==> config.mk <==
export PLATFORM = sky130hd
export DESIGN_NAME = cfgreq_issuer
export DESIGN_NICKNAME = d
export VERILOG_FILES = /design/src/rtl/cfgreq_pkg.sv /design/src/rtl/cfgreq_regs.sv /design/src/rtl/cfgreq_seq.sv /design/src/rtl/cfgreq_issuer.sv
export SDC_FILE = /design/constraint.sdc
export NUM_CORES = 1
export LEC_CHECK = 0
export BUFFER_PORTS_ARGS = -buffer_cell sky130_fd_sc_hd__buf_2
export CAP_MARGIN = 0
export CORE_ASPECT_RATIO = 0.6
export CORE_MARGIN = 2
export CORE_UTILIZATION = 45
export CTS_CLUSTER_DIAMETER = 60
export DETAILED_ROUTE_END_ITERATION = 16
export GPL_TIMING_DRIVEN = 0
export SYNTH_ARGS = -nofsm -noshare
export SYNTH_HDL_FRONTEND = slang
export SYNTH_SLANG_ARGS = --single-unit
==> constraint.sdc <==
create_clock -name clk -period 6.15 [get_ports clk]
set_input_delay 0.615 -clock clk [delete_from_list [all_inputs] [get_ports clk]]
set_output_delay 0.615 -clock clk [all_outputs]
set_load 0.01 [all_outputs]
==> src/rtl/cfgreq_pkg.sv <==
package cfgreq_pkg;
  localparam logic [11:0] OFF_HDR0  = 12'h460;
  localparam logic [11:0] OFF_WDATA = 12'h470;
  localparam logic [11:0] OFF_REQ   = 12'h488;
  localparam logic [11:0] OFF_RDATA = 12'h48C;
  localparam logic [11:0] OFF_TMO   = 12'h490;
  localparam int NUM_HDR      = 3;
  localparam int FMT_DATA_BIT = 30;
  localparam logic [2:0] ST_TIMEOUT = 3'b111;
  typedef enum logic [1:0] {S_IDLE, S_SEND, S_WAIT} seq_state_t;
endpackage

==> src/rtl/cfgreq_regs.sv <==
module cfgreq_regs
  import cfgreq_pkg::*;
#(
  parameter int DW = 32,
  parameter int AW = 12,
  parameter int TW = 16,
  parameter int unsigned TMO_DEF = 1000
) (
  input  logic                          clk,
  input  logic                          rst,
  input  logic                          reg_we,
  input  logic                          reg_re,
  input  logic [AW-1:0]                 reg_addr,
  input  logic [DW-1:0]                 reg_wdata,
  input  logic                          busy_i,
  input  logic [2:0]                    status_i,
  input  logic [DW-1:0]                 payload_i,
  output logic [NUM_HDR-1:0][DW-1:0]    hdr_o,
  output logic [DW-1:0]                 wdat_o,
  output logic [TW-1:0]                 tmo_o,
  output logic [DW-1:0]                 reg_rdata
);
  logic [DW-1:0] rd_mux;

  // combinational read select, registered below
  always_comb begin
    rd_mux = '0;
    for (int i = 0; i < NUM_HDR; i++)
      if (reg_addr == AW'(OFF_HDR0 + 12'(4 * i))) rd_mux = hdr_o[i];
    if (reg_addr == AW'(OFF_WDATA)) rd_mux = wdat_o;
    if (reg_addr == AW'(OFF_TMO))   rd_mux = DW'(tmo_o);
    if (reg_addr == AW'(OFF_RDATA)) rd_mux = payload_i;
    if (reg_addr == AW'(OFF_REQ)) begin
      rd_mux[7:5] = status_i;
      rd_mux[0]   = busy_i;
    end
  end

  always_ff @(posedge clk) begin
    if (rst) begin
      hdr_o     <= '0;
      wdat_o    <= '0;
      tmo_o     <= TW'(TMO_DEF);
      reg_rdata <= '0;
    end else begin
      if (reg_we) begin
        for (int i = 0; i < NUM_HDR; i++)
          if (reg_addr == AW'(OFF_HDR0 + 12'(4 * i))) hdr_o[i] <= reg_wdata;
        if (reg_addr == AW'(OFF_WDATA)) wdat_o <= reg_wdata;
        if (reg_addr == AW'(OFF_TMO))   tmo_o  <= reg_wdata[TW-1:0];
      end
      if (reg_re) reg_rdata <= rd_mux;
    end
  end
endmodule

==> src/rtl/cfgreq_seq.sv <==
module cfgreq_seq
  import cfgreq_pkg::*;
#(
  parameter int DW = 32,
  parameter int TW = 16
) (
  input  logic                       clk,
  input  logic                       rst,
  input  logic                       start_i,
  input  logic [NUM_HDR-1:0][DW-1:0] hdr_i,
  input  logic [DW-1:0]              wdat_i,
  input  logic [TW-1:0]              tmo_i,
  input  logic                       tx_ready,
  input  logic                       cpl_valid,
  input  logic [2:0]                 cpl_status,
  input  logic [DW-1:0]              cpl_data,
  output logic                       busy_o,
  output logic [2:0]                 status_o,
  output logic [DW-1:0]              payload_o,
  output logic                       tx_valid,
  output logic [DW-1:0]              tx_data,
  output logic                       tx_last
);
  localparam int NBEAT = NUM_HDR + 1;
  localparam int BW    = $clog2(NBEAT);

  seq_state_t    st;
  logic [DW-1:0] snap [NBEAT];
  logic [BW-1:0] beat;
  logic [BW-1:0] last_idx;
  logic          has_data;
  logic [TW-1:0] timer;

  assign last_idx = has_data ? BW'(NBEAT - 1) : BW'(NUM_HDR - 1);
  assign busy_o   = (st != S_IDLE);
  assign tx_valid = (st == S_SEND);
  assign tx_data  = snap[beat];
  assign tx_last  = tx_valid && (beat == last_idx);

  always_ff @(posedge clk) begin
    if (rst) begin
      st        <= S_IDLE;
      beat      <= '0;
      has_data  <= 1'b0;
      timer     <= '0;
      status_o  <= '0;
      payload_o <= '0;
      for (int i = 0; i < NBEAT; i++) snap[i] <= '0;
    end else begin
      case (st)
        S_IDLE: begin
          if (start_i) begin
            for (int i = 0; i < NUM_HDR; i++) snap[i] <= hdr_i[i];
            snap[NUM_HDR] <= wdat_i;
            has_data      <= hdr_i[0][FMT_DATA_BIT];
            beat          <= '0;
            status_o      <= '0;
            st            <= S_SEND;
          end
        end
        S_SEND: begin
          if (tx_ready) begin
            if (beat == last_idx) begin
              st    <= S_WAIT;
              timer <= '0;
            end else begin
              beat <= beat + BW'(1);
            end
          end
        end
        S_WAIT: begin
          if (cpl_valid) begin
            st       <= S_IDLE;
            status_o <= cpl_status;
            if (!has_data) payload_o <= cpl_data;
          end else if (timer == tmo_i) begin
            st       <= S_IDLE;
            status_o <= ST_TIMEOUT;
          end else begin
            timer <= timer + TW'(1);
          end
        end
        default: st <= S_IDLE;
      endcase
    end
  end
endmodule

==> src/rtl/cfgreq_issuer.sv <==
module cfgreq_issuer
  import cfgreq_pkg::*;
#(
  parameter int DW = 32,
  parameter int AW = 12,
  parameter int TW = 16,
  parameter int unsigned TMO_DEF = 1000
) (
  input  logic          clk,
  input  logic          rst,
  input  logic          reg_we,
  input  logic          reg_re,
  input  logic [AW-1:0] reg_addr,
  input  logic [DW-1:0] reg_wdata,
  output logic [DW-1:0] reg_rdata,
  output logic          tx_valid,
  input  logic          tx_ready,
  output logic [DW-1:0] tx_data,
  output logic          tx_last,
  input  logic          cpl_valid,
  input  logic [2:0]    cpl_status,
  input  logic [DW-1:0] cpl_data
);
  logic [NUM_HDR-1:0][DW-1:0] hdr_w;
  logic [DW-1:0]              wdat_w;
  logic [TW-1:0]              tmo_lim_w;
  logic                       busy_w;
  logic [2:0]                 status_w;
  logic [DW-1:0]              payload_w;
  logic                       start_w;

  assign start_w = reg_we && (reg_addr == AW'(OFF_REQ)) && reg_wdata[0];

  cfgreq_regs #(.DW(DW), .AW(AW), .TW(TW), .TMO_DEF(TMO_DEF)) u_regs (
    .clk(clk), .rst(rst), .reg_we(reg_we), .reg_re(reg_re),
    .reg_addr(reg_addr), .reg_wdata(reg_wdata),
    .busy_i(busy_w), .status_i(status_w), .payload_i(payload_w),
    .hdr_o(hdr_w), .wdat_o(wdat_w), .tmo_o(tmo_lim_w), .reg_rdata(reg_rdata)
  );

  cfgreq_seq #(.DW(DW), .TW(TW)) u_seq (
    .clk(clk), .rst(rst), .start_i(start_w),
    .hdr_i(hdr_w), .wdat_i(wdat_w), .tmo_i(tmo_lim_w),
    .tx_ready(tx_ready), .cpl_valid(cpl_valid), .cpl_status(cpl_status),
    .cpl_data(cpl_data), .busy_o(busy_w), .status_o(status_w),
    .payload_o(payload_w), .tx_valid(tx_valid), .tx_data(tx_data),
    .tx_last(tx_last)
  );
endmodule

==> results of run 1 <==
[layout make-up]
cell class | count | area, um2 | area share
clock buffers | 51 | 1050 | 0.0589
flip-flops and latches | 362 | 8530 | 0.478
clock inverters | 12 | 143 | 0.00800
plain buffers | 110 | 432 | 0.0242
multi-input cells | 1085 | 6220 | 0.349
well taps | 459 | 574 | 0.0322
repair buffers | 150 | 773 | 0.0434
inverters | 25 | 98.8 | 0.00555
diodes | 1 | 2.50 | 0.000140
[worst max-delay path, delay by kind of cell]
| kind | cells | cell delay, ns |
|---|---|---|
| buf+inv | 3 | 1.29 |
| simple gates | 6 | 2.38 |
[cell usage after synthesis, types with 19 or more instances]
cell,count
edfxtp_1,128
clkbuf_1,93
mux4_2,32
a21oi_1,199
and2_1,116
dfxtp_1,234
nand2_1,402
o21ai_0,20
o22ai_1,19
nor3_1,25
nor2_1,53
inv_1,25
[kinds of logic (layout without fill, tap and decap cells)]
logic type | after synthesis | in the layout
mux | 49 | 49
other cells | 0 | 1
flops | 362 | 362
buf+inv | 135 | 348
compound gates | 345 | 345
fa+ha+maj | 1 | 1
xor+xnor | 19 | 19
simple gates | 671 | 671
[state kept, by name, indices dropped and copies added, names as in the netlist, named ones only]
signal / flops
u_regs.hdr_o: 96
u_regs.reg_rdata: 32
u_regs.tmo_o: 16
u_regs.wdat_o: 32
u_seq.beat: 2
u_seq.has_data: 1
u_seq.payload_o: 32
u_seq.snap: 128
u_seq.st: 2
u_seq.status_o: 3
u_seq.timer: 16
[routing by layer]
layer  vias up  share of wire  wire length, um  global-route usage
li1       5892              -                -                   -
met1      6173           0.46            23500               0.444
met2       672           0.41            20900               0.396
met3        70           0.12             6280              0.0842
met4         2          0.016              816              0.0657
met5         -        0.00021               11                   0
[cells in the final DEF (no fill, tap or decap), types with 6 or more instances in the layout]
cell type,synthesis,routed
a21o_1,6,6
a21oi_1,199,199
a222oi_1,6,6
a22oi_1,14,14
a31oi_1,18,18
and2_1,116,116
and3_1,14,14
buf_1,7,7
buf_2,9,158
clkbuf_1,93,101
clkbuf_16,0,38
clkinv_2,0,6
dfxtp_1,234,234
edfxtp_1,128,128
inv_1,25,24
mux2_2,14,14
mux4_2,32,32
nand2_1,402,402
nand3_1,10,10
nand3b_1,7,7
nor2_1,53,53
nor3_1,25,25
o21ai_0,20,20
o21bai_1,17,17
o221ai_1,6,6
o22ai_1,19,19
o2bb2ai_1,16,16
or3_1,8,8
xor2_1,18,18
[worst paths after layout]
kind                                          start             endpoint  slack (ns)  cells after the start
worst max-delay path                    reg_addr[2]    u_seq.snap[0][30]        2.25                      9
worst min-delay path                   cpl_data[12]  u_seq.payload_o[12]        0.32                      3
worst max register to register          u_seq.st[0]    u_seq.snap[0][30]        3.27                      7
worst min register to register  u_regs.reg_rdata[4]  u_regs.reg_rdata[4]        0.45                      1
[power by group through the flow]
stage	clock, mW	combinational [mW]	sequential (mW)
finish	2.27	0.196	2.52
global placement	0	0.188	2.58
floorplan	0	0.0817	2.58
global route	2.38	0.207	2.52
CTS	2.29	0.192	2.52
detailed placement	0	0.192	2.57
==> summary.md, run 1 <==
| Metric | Value |
|---|---|
| Status | `completed` |
| Sequential share of the synthesized area | `0.558` |
| Post-Syn Nets | `around 1.7k` |
| Fin util | `0.531` |
| Detail Route Antenna Nets | `0` |
| Setup-failing EPs final | `0` |
| Post-CTS Repair Setup Buffers | `0` |
| Hold_buf cts | `0` |
| Synth Area in XOR/XNOR | `0.0109` |
| Synth-to-layout area growth | `16.7%` |
| Max cap viols | `0` |
| Cell Area, Synth | `approximately 15000 um2` |
| Share of cells above drive strength 1 | `0.151` |
| Setup TNS | `0 ns` |
| H-Tree Depth | `2` |
| Largest net degree at the start of global routing | `66` |
| Die Ht | `147 um` |
| Final instance area | `17800 um2` |
| HP Class | `input port to flop` |
| Final Skew | `roughly 0.014 ns` |
| Maximum clock frequency | `257 MHz` |
| Via Count | `between 10k and 15k` |
| GP Congestion | `0.946` |
| P_leak | `6.29 nW` |
| Reg clk slew, reported paths | `0.06 ns` |
| Max-slew headroom | `0.173` |
| Layout Cells excl Fill | `2255` |
| Clk root buf | `clkbuf_16` |
| Worst stage delay on the critical path | `0.66 ns` |
| Layout net count | `1855` |
| Drt drc | `0` |
| Initial antenna violation count | `3` |
| Sw Ratio | `0.220` |
| Internal power | `roughly 4 mW` |
| Post-synth EDFFs | `128` |
| Routed wire length | `51600 um` |
| Die Span X | `242 um` |
| Synth Area in Compound Gates | `0.134` |
| Critical path type | `input port to flop` |
| Total CTS buffers | `35` |
| Net Switching | `1.10 mW` |
| Combinational fraction of design power | `0.039` |
| Starting Density | `0.455` |
| Worst-path maximum fanout | `10` |
| Tightest hold margin | `0.319 ns` |
| I/O pin count | `151` |
| Vias/cell | `around 5.7` |
| Placed cells | `between 2k and 2.5k` |
| Crit path time final | `3.90 ns` |
| Crit path cell chain | `buf_2 -> nor3b_1 -> nand4_1 -> nor2_1 -> nand2_1 -> nor2_1 -> clkbuf_1 -> clkbuf_1 -> and2_1` |
| Mean Syn Cell Area | `9.66 um2` |
| Synth Instances | `around 1.6k` |
| Fin crit share | `0.634` |
| Hold Vio Cnt, Final | `0` |
| Dominant cells by area after synthesis | `dfxtp_1 31%, edfxtp_1 25%, nand2_1 9.9%` |
| Crit path DAT | `4.29 ns` |
| Total congestion overflow | `0` |
| Leading area contributor after synthesis | `dfxtp_1` |
| Longest Clk Path Bufs | `3` |
| Peak supply drop | `about 0.17 mV` |
| Cell Pwr Density | `280 nW/um2` |
| # rows | `52` |
| First-pass GRT wire length | `between 70000 and 80000 um` |
| PortBufs | `149` |
| Num Clock Sinks | `approximately 360` |
| Vias in the first global route | `12.0k` |
| Routed len/inst | `around 23 um` |
| DRT iter0 DRCs | `1493` |
| Core ar. | `about 34000 um2` |
| Mux share of post-synthesis cell area | `0.0595` |
| Top_reg_cell synth | `dfxtp_1` |
| GRT Overall Usage | `0.288` |
| CTS tree | `yes` |
| Worst Setup End Kind | `flop` |
| Final setup margin | `between 2 and 2.5 ns` |
| Slew @ Worst Pin | `about 1.2 ns` |
| Flops & latches, synth | `362` |
| CTS resizes | `0` |
| Die Area | `roughly 35000 um2` |
| Clk pwr share | `0.455` |
| Slowest cell on the critical path | `nor3b_1` |
| YS warnings | `0` |
| Simple-gate portion of the synthesized area | `0.202` |
| FFs w/ async S/R, synth | `0` |
| Largest family of logic cells by synthesized area | `simple AND/OR/NAND/NOR gates` |
| Final Slew Violations | `0` |
| Adder-cell area share of the yosys netlist | `0.000819` |
| Placed inst area | `16600 um2` |
| Post-detail-place hpwl | `37500 um` |
| RSZ-0062 raised after global routing | `no` |
| FILL cells | `3149` |
| Distinct cell type count after synthesis | `between 50 and 60` |
| Worst skew pair latency | `between 0.5 and 0.6 ns` |
| Reg power frac | `0.506` |
| Total power | `4.98 mW` |
| DR pass1 iterations | `6` |
| Pre-CTS setup slack | `1.86 ns` |
| CP required | `6.55 ns` |
| Yosys top cell area share | `0.307` |
| Startpoint Class | `input port` |
No activity file was read; power rests on OpenSTA's default activity.
==> run 2: changes to the inputs <==
PLACE_DENSITY = 0.66   (was unset)
clock period = 3.18 ns   (was 6.15 ns; I/O delays follow)
==> run 2 against run 1 <==
Effect of this change:
- first-iteration DRC count increased by 7.8%
- core utilization up 0.086 points
- register-to-register slack got worse by 2.8 ns
- critical path depth unchanged
- sequential share of layout area down 0.077 points
- die area stayed put
- count of clock-buffer cells in the layout is the same
- worst hold slack got worse by 0.29 ns
- final cell count up 0.13%
- power grew 89%
==> summary.md, run 2 (synthesized netlist as in run 1, its figures left out) <==
| Metric | Value |
|---|---|
| Largest net degree at the start of global routing | `45 (was 66)` |
| Worst skew pair latency | `0.53 ns (was 0.54 ns)` |
| Biggest register | `u_seq.snap (unchanged)` |
| Clk pwr share | `0.441 (was 0.455)` |
| RSZ-0062 raised after global routing | `no (unchanged)` |
| Placed cells | `2193 (was 2191)` |
| Synth-to-layout area growth | `16.9% (was 16.7%)` |
| Hold Vio Cnt, Final | `0 (unchanged)` |
| Vias/cell | `5.68 (about the same)` |
| First-pass GRT wire length | `73800 um (was 76700 um)` |
| Max cap viols | `0 (unchanged)` |
| Pre-CTS setup slack | `-0.838 ns (was 1.86 ns)` |
| Reg clk slew, reported paths | `0.07 ns (was 0.06 ns)` |
| Internal power | `7.35 mW (was 3.89 mW)` |
| Worst stage delay on the critical path | `0.46 ns (was 0.66 ns)` |
| # rows | `52 (unchanged)` |
| Worst-path maximum fanout | `10 (unchanged)` |
| Net Switching | `2.06 mW (was 1.10 mW)` |
| Maximum clock frequency | `335 MHz` |
| Max reg flops | `128 (unchanged)` |
| Routed len/inst | `22.2 um (was 22.9 um)` |
| PortBufs | `149 (unchanged)` |
| Max-slew headroom | `0.310 (was 0.173)` |
| Layout net count | `1858 (was 1855)` |
| Fin crit share | `0.938` |
| Reg-to-reg endpoint | `u_seq.snap[3][8] (was u_seq.snap[0][30])` |
| Worst Setup End Kind | `flop (unchanged)` |
| Final Skew | `0.0172 ns (was 0.0142 ns)` |
| Hold path depth | `3 (unchanged)` |
| P_leak | `6.31 nW (was 6.29 nW)` |
| Hold_buf cts | `0 (unchanged)` |
| Slowest cell on the critical path | `clkbuf_1 (was nor3b_1)` |
| Crit path time final | `2.98 ns` |
| Core ar. | `33600 um2 (unchanged)` |
| Cell Pwr Density | `527 nW/um2 (was 280 nW/um2)` |
| Post-detail-place hpwl | `36900 um (was 37500 um)` |
| Min-delay src | `cpl_data[15] (was cpl_data[12])` |
| WP buf/inv | `3 (unchanged)` |
| Combinational fraction of design power | `0.041 (was 0.039)` |
| Reg power frac | `0.518 (was 0.506)` |
| Reg2Reg Setup Slack | `0.48 ns (was 3.27 ns)` |
| Num Clock Sinks | `362 (unchanged)` |
| Initial antenna violation count | `3 (unchanged)` |
| Cell family with most CP delay | `simple AND/OR/NAND/NOR gates (unchanged)` |
| HP Class | `input port to flop (unchanged)` |
| DRT iter0 DRCs | `1609 (was 1493)` |
| Total congestion overflow | `0 (unchanged)` |
| Routed wire length | `50200 um (was 51600 um)` |
| Die Ht | `147 um (unchanged)` |
| Worst hold endpoint | `u_seq.payload_o[15] (was u_seq.payload_o[12])` |
| GRT Overall Usage | `0.277 (was 0.288)` |
| Crit path cell chain | `buf_2 -> nor3b_2 -> nand4_1 -> nor2_2 -> nand2_1 -> nor2_1 -> clkbuf_2 -> clkbuf_1 -> and2_1 (was buf_2 -> nor3b_1 -> nand4_1 -> nor2_1 -> nand2_1 -> nor2_1 -> clkbuf_1 -> clkbuf_1 -> and2_1)` |
| Status | `completed (unchanged)` |
| Die Span X | `242 um (unchanged)` |
| CP required | `3.56 ns (was 6.55 ns)` |
| Share of cells above drive strength 1 | `0.155 (was 0.151)` |
| Peak supply drop | `0.338 mV (was 0.168 mV)` |
| Sw Ratio | `0.219 (was 0.220)` |
| R2R Path Start | `u_seq.st[0] (unchanged)` |
| Longest Clk Path Bufs | `3 (unchanged)` |
| Total CTS buffers | `35 (unchanged)` |
| Layout Cells excl Fill | `2258 (was 2255)` |
| Final Slew Violations | `0 (unchanged)` |
| Slew @ Worst Pin | `1.03 ns (was 1.24 ns)` |
| Crit path DAT | `3.36 ns (was 4.29 ns)` |
| Die Area | `35500 um2 (unchanged)` |
| Vias in the first global route | `11.8k (was 12.0k)` |
| Worst R2R Path Depth | `7 (unchanged)` |
| H-Tree Depth | `2 (unchanged)` |
| Startpoint Class | `input port (unchanged)` |
| Setup-failing EPs final | `0 (unchanged)` |
| Critical path type | `input port to flop (unchanged)` |
| GP Congestion | `0.927 (was 0.946)` |
| CTS tree | `yes (unchanged)` |
| Drt drc | `0 (unchanged)` |
| DR pass1 iterations | `6 (unchanged)` |
| Starting Density | `0.455 (unchanged)` |
| Via Count | `12.8k (about the same)` |
| Detail Route Antenna Nets | `0 (unchanged)` |
| Clk root buf | `clkbuf_16 (unchanged)` |
| Top flop regs | `u_seq.snap (128), u_regs.hdr_o (96) (unchanged)` |
| Most frequent cells in the layout | `402 x nand2_1, 234 x dfxtp_1, 198 x a21oi_1, 158 x buf_2, 128 x edfxtp_1 (was 402 x nand2_1, 234 x dfxtp_1, 199 x a21oi_1, 158 x buf_2, 128 x edfxtp_1)` |
| Final setup margin | `0.198 ns (was 2.25 ns)` |
| Commonest non-fill, non-tap cell in the layout | `nand2_1 (unchanged)` |
| I/O pin count | `151 (unchanged)` |
run 2: cell count changes in the layout (fill, tap and decap cells not counted), moves of 3 or more:
cell / previous run / this run
clkdlybuf4s15_2: 0 / 3
buf_12: 0 / 3
clkbuf_2: 0 / 4
clkinv_1: 0 / 6
buf_1: 7 / 4
clkbuf_1: 101 / 98
run 2: cell type report:
| cell class | count | area [um2] |
|---|---|---|
| buffer | 110 | 459 |
| antenna | 2 | 5.00 |
| tap | 459 | 574 |
| clock buffer | 51 | 1050 |
| fill | 3032 | 15700 |
| timing repair buffer | 153 | 813 |
| multi-input combinational | 1085 | 6250 |
| inverter | 25 | 97.6 |
| clock inverter | 11 | 72.6 |
| sequential | 362 | 8530 |
run 2: per-stage QoR:
step / utilization / cell area (um2) / hold WS [ns] / setup TNS, ns / total power, mW
global route: 0.532 / 17900 / 0.0343 / 0 / 9.65
floorplan: - / 15300 / 0.432 / -4.58 / 5.14
detailed placement: 0.497 / 16700 / 0.437 / -80.74 / 5.35
finish: 0.532 / 17900 / 0.0290 / 0 / 9.41
global placement: 0.495 / 16600 / 0.432 / -241.64 / 5.35
CTS: 0.531 / 17800 / 0.00862 / 0 / 9.44
run 2: timing repair:
item,CTS,global route
setup buffers,0,1
hold endpoints to repair,0,0
resized for setup,11,2
pin swaps,1,1
setup endpoints to repair,96,50
run 2: how the worst max path moves through the flow:
| stage | slack (ns) | from | endpoint | cells past startpoint |
|---|---|---|---|---|
| global route | 0.08 | flop | tx_data[0] | 4 |
| global placement | -1.39 | reg_addr[3] | u_seq.snap[3][12] | 6 |
| floorplan | -0.04 | reg_addr[7] | u_seq.snap[0][0] | 5 |
| finish | 0.20 | reg_addr[4] | u_seq.snap[3][8] | 9 |
| detailed placement | -0.84 | reg_addr[4] | u_seq.snap[0][22] | 9 |
| CTS | 0.08 | reg_addr[4] | u_seq.snap[3][8] | 9 |
run 2: layer usage:
layer	up-vias	GRT usage	wire length, um
met1	6120	0.416	22200
met3	83	0.0882	6550
met4	2	0.0796	1070
met5	-	0	10
li1	5902	-	-
met2	722	0.379	20300
run 2: tightest hold or removal path: stages:
cell and delay (ns):
buf_2 0.09, nand2_1 0.04, a21oi_1 0.05
run 2: power groups by stage:
stage | registers, mW | logic, mW | clock network, mW
final | 4.88 | 0.382 | 4.15
after global placement | 4.98 | 0.361 | 0
after CTS | 4.88 | 0.375 | 4.18
after detailed placement | 4.98 | 0.374 | 0
after floorplan | 4.98 | 0.160 | 0
after global routing | 4.88 | 0.404 | 4.36
==> run 3: changes to the inputs <==
CORE_ASPECT_RATIO = unset   (was 0.6)
HOLD_SLACK_MARGIN = 0.1   (was unset)
==> run 3 against run 2 <==
Effect of this change:
- maximum frequency increased by 1.7%
- combinational power up 12%
- largest cell class unchanged
- worst hold slack better by 0.081 ns
- count of clock-buffer cells in the layout up 1
- non-clock buffer count increased by 54
- via count barely moved
- largest power group unchanged
- die area fell by 0.14%
- power grew 4.6%
- register-to-register slack got worse by 0.06 ns
==> summary.md, run 3 (synthesized netlist as in run 1, its figures left out) <==
| Metric | Value |
|---|---|
| Reg-to-reg endpoint | `u_seq.timer[9] (was u_seq.snap[3][8])` |
| Tightest hold margin | `0.110 ns (was 0.0290 ns)` |
| Max reg flops | `128 (unchanged)` |
| Total CTS buffers | `39 (was 35)` |
| Vias/cell | `5.56 (was 5.68)` |
| Status | `completed (unchanged)` |
| Setup TNS | `0 ns (unchanged)` |
| Critical path type | `input port to flop (unchanged)` |
| Placed inst area | `16600 um2 (was 16700 um2)` |
| First-pass GRT wire length | `72300 um (was 73800 um)` |
| Routed wire length | `47500 um (was 50200 um)` |
| Worst-path maximum fanout | `10 (unchanged)` |
| I/O pin count | `151 (unchanged)` |
| Min-delay src | `reg_wdata[9] (was cpl_data[15])` |
| Setup-failing EPs final | `0 (unchanged)` |
| Starting Density | `0.457 (was 0.455)` |
| Slew @ Worst Pin | `1.04 ns (was 1.03 ns)` |
| Final Slew Violations | `0 (unchanged)` |
| P_leak | `6.61 nW (was 6.31 nW)` |
| Worst skew pair latency | `0.54 ns (was 0.53 ns)` |
| Initial antenna violation count | `5 (was 3)` |
| CP required | `3.57 ns (was 3.56 ns)` |
| Routed len/inst | `20.6 um (was 22.2 um)` |
| Placed cells | `2181 (was 2193)` |
| Worst Setup End Kind | `flop (unchanged)` |
| PortBufs | `149 (unchanged)` |
| Final instance area | `18500 um2 (was 17900 um2)` |
| Die Span X | `188 um (was 242 um)` |
| Longest Clk Path Bufs | `3 (unchanged)` |
| Max cap viols | `0 (unchanged)` |
| Layout Cells excl Fill | `2308 (was 2258)` |
| Final Skew | `0.0231 ns (was 0.0172 ns)` |
| Reg clk slew, reported paths | `0.06 ns (was 0.07 ns)` |
| Startpoint Class | `input port (unchanged)` |
| Hold path depth | `3 (unchanged)` |
| Detail Route Antenna Nets | `0 (unchanged)` |
| Drt drc | `0 (unchanged)` |
| Crit path DAT | `3.33 ns (was 3.36 ns)` |
| H-Tree Depth | `2 (unchanged)` |
| FILL cells | `2960 (was 3032)` |
| Crit path cell chain | `buf_2 -> nor3b_2 -> nand4_1 -> nor2_2 -> nand2_1 -> nor2_1 -> clkbuf_2 -> clkbuf_1 -> and2_1 (unchanged)` |
| Hold Vio Cnt, Final | `0 (unchanged)` |
| RSZ-0062 raised after global routing | `no (unchanged)` |
| Largest net degree at the start of global routing | `48 (was 45)` |
| GRT Overall Usage | `0.267 (was 0.277)` |
| Reg2Reg Setup Slack | `0.42 ns (was 0.48 ns)` |
| Fin crit share | `0.922 (was 0.938)` |
| Synth-to-layout area growth | `21.2% (was 16.9%)` |
| # rows | `67 (was 52)` |
| Share of cells above drive strength 1 | `0.156 (was 0.155)` |
| Layout net count | `1916 (was 1858)` |
| Commonest non-fill, non-tap cell in the layout | `nand2_1 (unchanged)` |
| Total congestion overflow | `0 (unchanged)` |
| CTS tree | `yes (unchanged)` |
| Crit path time final | `2.93 ns (was 2.98 ns)` |
| DRT iter0 DRCs | `1337 (was 1609)` |
| Max-slew headroom | `0.308 (was 0.310)` |
| Vias in the first global route | `12.3k (was 11.8k)` |
| Most frequent cells in the layout | `402 x nand2_1, 234 x dfxtp_1, 198 x a21oi_1, 158 x buf_2, 128 x edfxtp_1 (unchanged)` |
| Slowest cell on the critical path | `nor3b_2 (was clkbuf_1)` |
| R2R Path Start | `u_seq.timer[8] (was u_seq.st[0])` |
| Die Ht | `188 um (was 147 um)` |
| Peak supply drop | `0.330 mV (was 0.338 mV)` |
| Maximum clock frequency | `341 MHz (was 335 MHz)` |
| Worst hold endpoint | `u_regs.hdr_o[73] (was u_seq.payload_o[15])` |
| Die Area | `35400 um2 (was 35500 um2)` |
| Worst stage delay on the critical path | `0.48 ns (was 0.46 ns)` |
| Post-CTS Repair Setup Buffers | `0 (unchanged)` |
| Core ar. | `33400 um2 (was 33600 um2)` |
| Register area | `8530 um2 (unchanged)` |
| Biggest register | `u_seq.snap (unchanged)` |
| Num Clock Sinks | `362 (unchanged)` |
| Cell Pwr Density | `531 nW/um2 (was 527 nW/um2)` |
| HP Class | `input port to flop (unchanged)` |
| Multi-input gate area | `6250 um2 (about the same)` |
| GP Congestion | `0.939 (was 0.927)` |
| Clk root buf | `clkbuf_16 (unchanged)` |
| Worst R2R Path Depth | `8 (was 7)` |
| Post-detail-place hpwl | `33900 um (was 36900 um)` |
| DR pass1 iterations | `6 (unchanged)` |
| Top flop regs | `u_seq.snap (128), u_regs.hdr_o (96) (unchanged)` |
| Via Count | `12.8k (about the same)` |
-- run 3: cell count changes in the layout (fill, tap and decap cells not counted), sizes merged --
cell,before,now
dlygate4sd3,0,56
buf,167,165
bufinv,1,3
clkbuf,144,146
clkinvlp,1,3
inv,24,26
clkdlybuf4s15,3,2
-- run 3: report_power, final --
group          leakage, nW  total (mW)  internal (mW)  switching [mW]
combinational         2.77       0.428          0.166           0.261
clock                0.624        4.54           2.67            1.86
sequential            3.21        4.88           4.85          0.0241
-- run 3: final cells by class --
cell class | instances | share of cell area
tap | 448 | 0.0303
buffer | 110 | 0.0246
clock buffer | 52 | 0.0592
clock inverter | 17 | 0.00973
multi-input combinational | 1085 | 0.337
antenna | 2 | 0.000270
sequential | 362 | 0.461
timing repair buffer | 207 | 0.0727
inverter | 25 | 0.00527
-- run 3: how the worst max path moves through the flow --
stage                          startpoint           endpoint  depth (start not counted)  slack (ns)
final                         reg_addr[2]  u_seq.snap[0][22]                          9        0.25
after CTS                            flop         tx_data[2]                          4        0.01
after global routing      u_seq.timer[11]     u_seq.timer[9]                          8        0.09
after floorplan               reg_addr[7]   u_seq.snap[0][0]                          5       -0.04
after detailed placement      reg_addr[2]  u_seq.snap[1][11]                          9       -0.75
after global placement        reg_addr[3]  u_seq.snap[2][12]                          6       -1.13
-- run 3: metrics by stage --
stage	utilization	worst slack, ns	power (mW)
2_1_floorplan	-	-0.0358	5.14
3_3_place_gp	0.496	-1.13	5.34
3_5_place_dp	0.498	-0.749	5.34
4_1_cts	0.553	0.0101	9.85
5_1_grt	0.554	0.0885	10.1
6_report	0.554	0.247	9.84
-- run 3: routing by layer --
layer	global-route usage	vias up	wire, um
met5	0	-	30
met4	0.0730	4	1030
met3	0.0486	77	4500
met2	0.427	631	21800
met1	0.373	6115	20200
li1	-	6007	-
-- run 3: critical path: cells and delay by family --
kind | cells | cell delay, ns
buffers and inverters | 3 | 0.92
AND/OR/NAND/NOR | 6 | 2.06
-- run 3: what timing repair did --
| item | 4_1_cts | 5_1_grt |
|---|---|---|
| hold buffers | 56 | 0 |
| setup endpoints to repair | 94 | 80 |
| gates resized for setup | 6 | 13 |
| endpoints found under the hold margin | 121 | 0 |
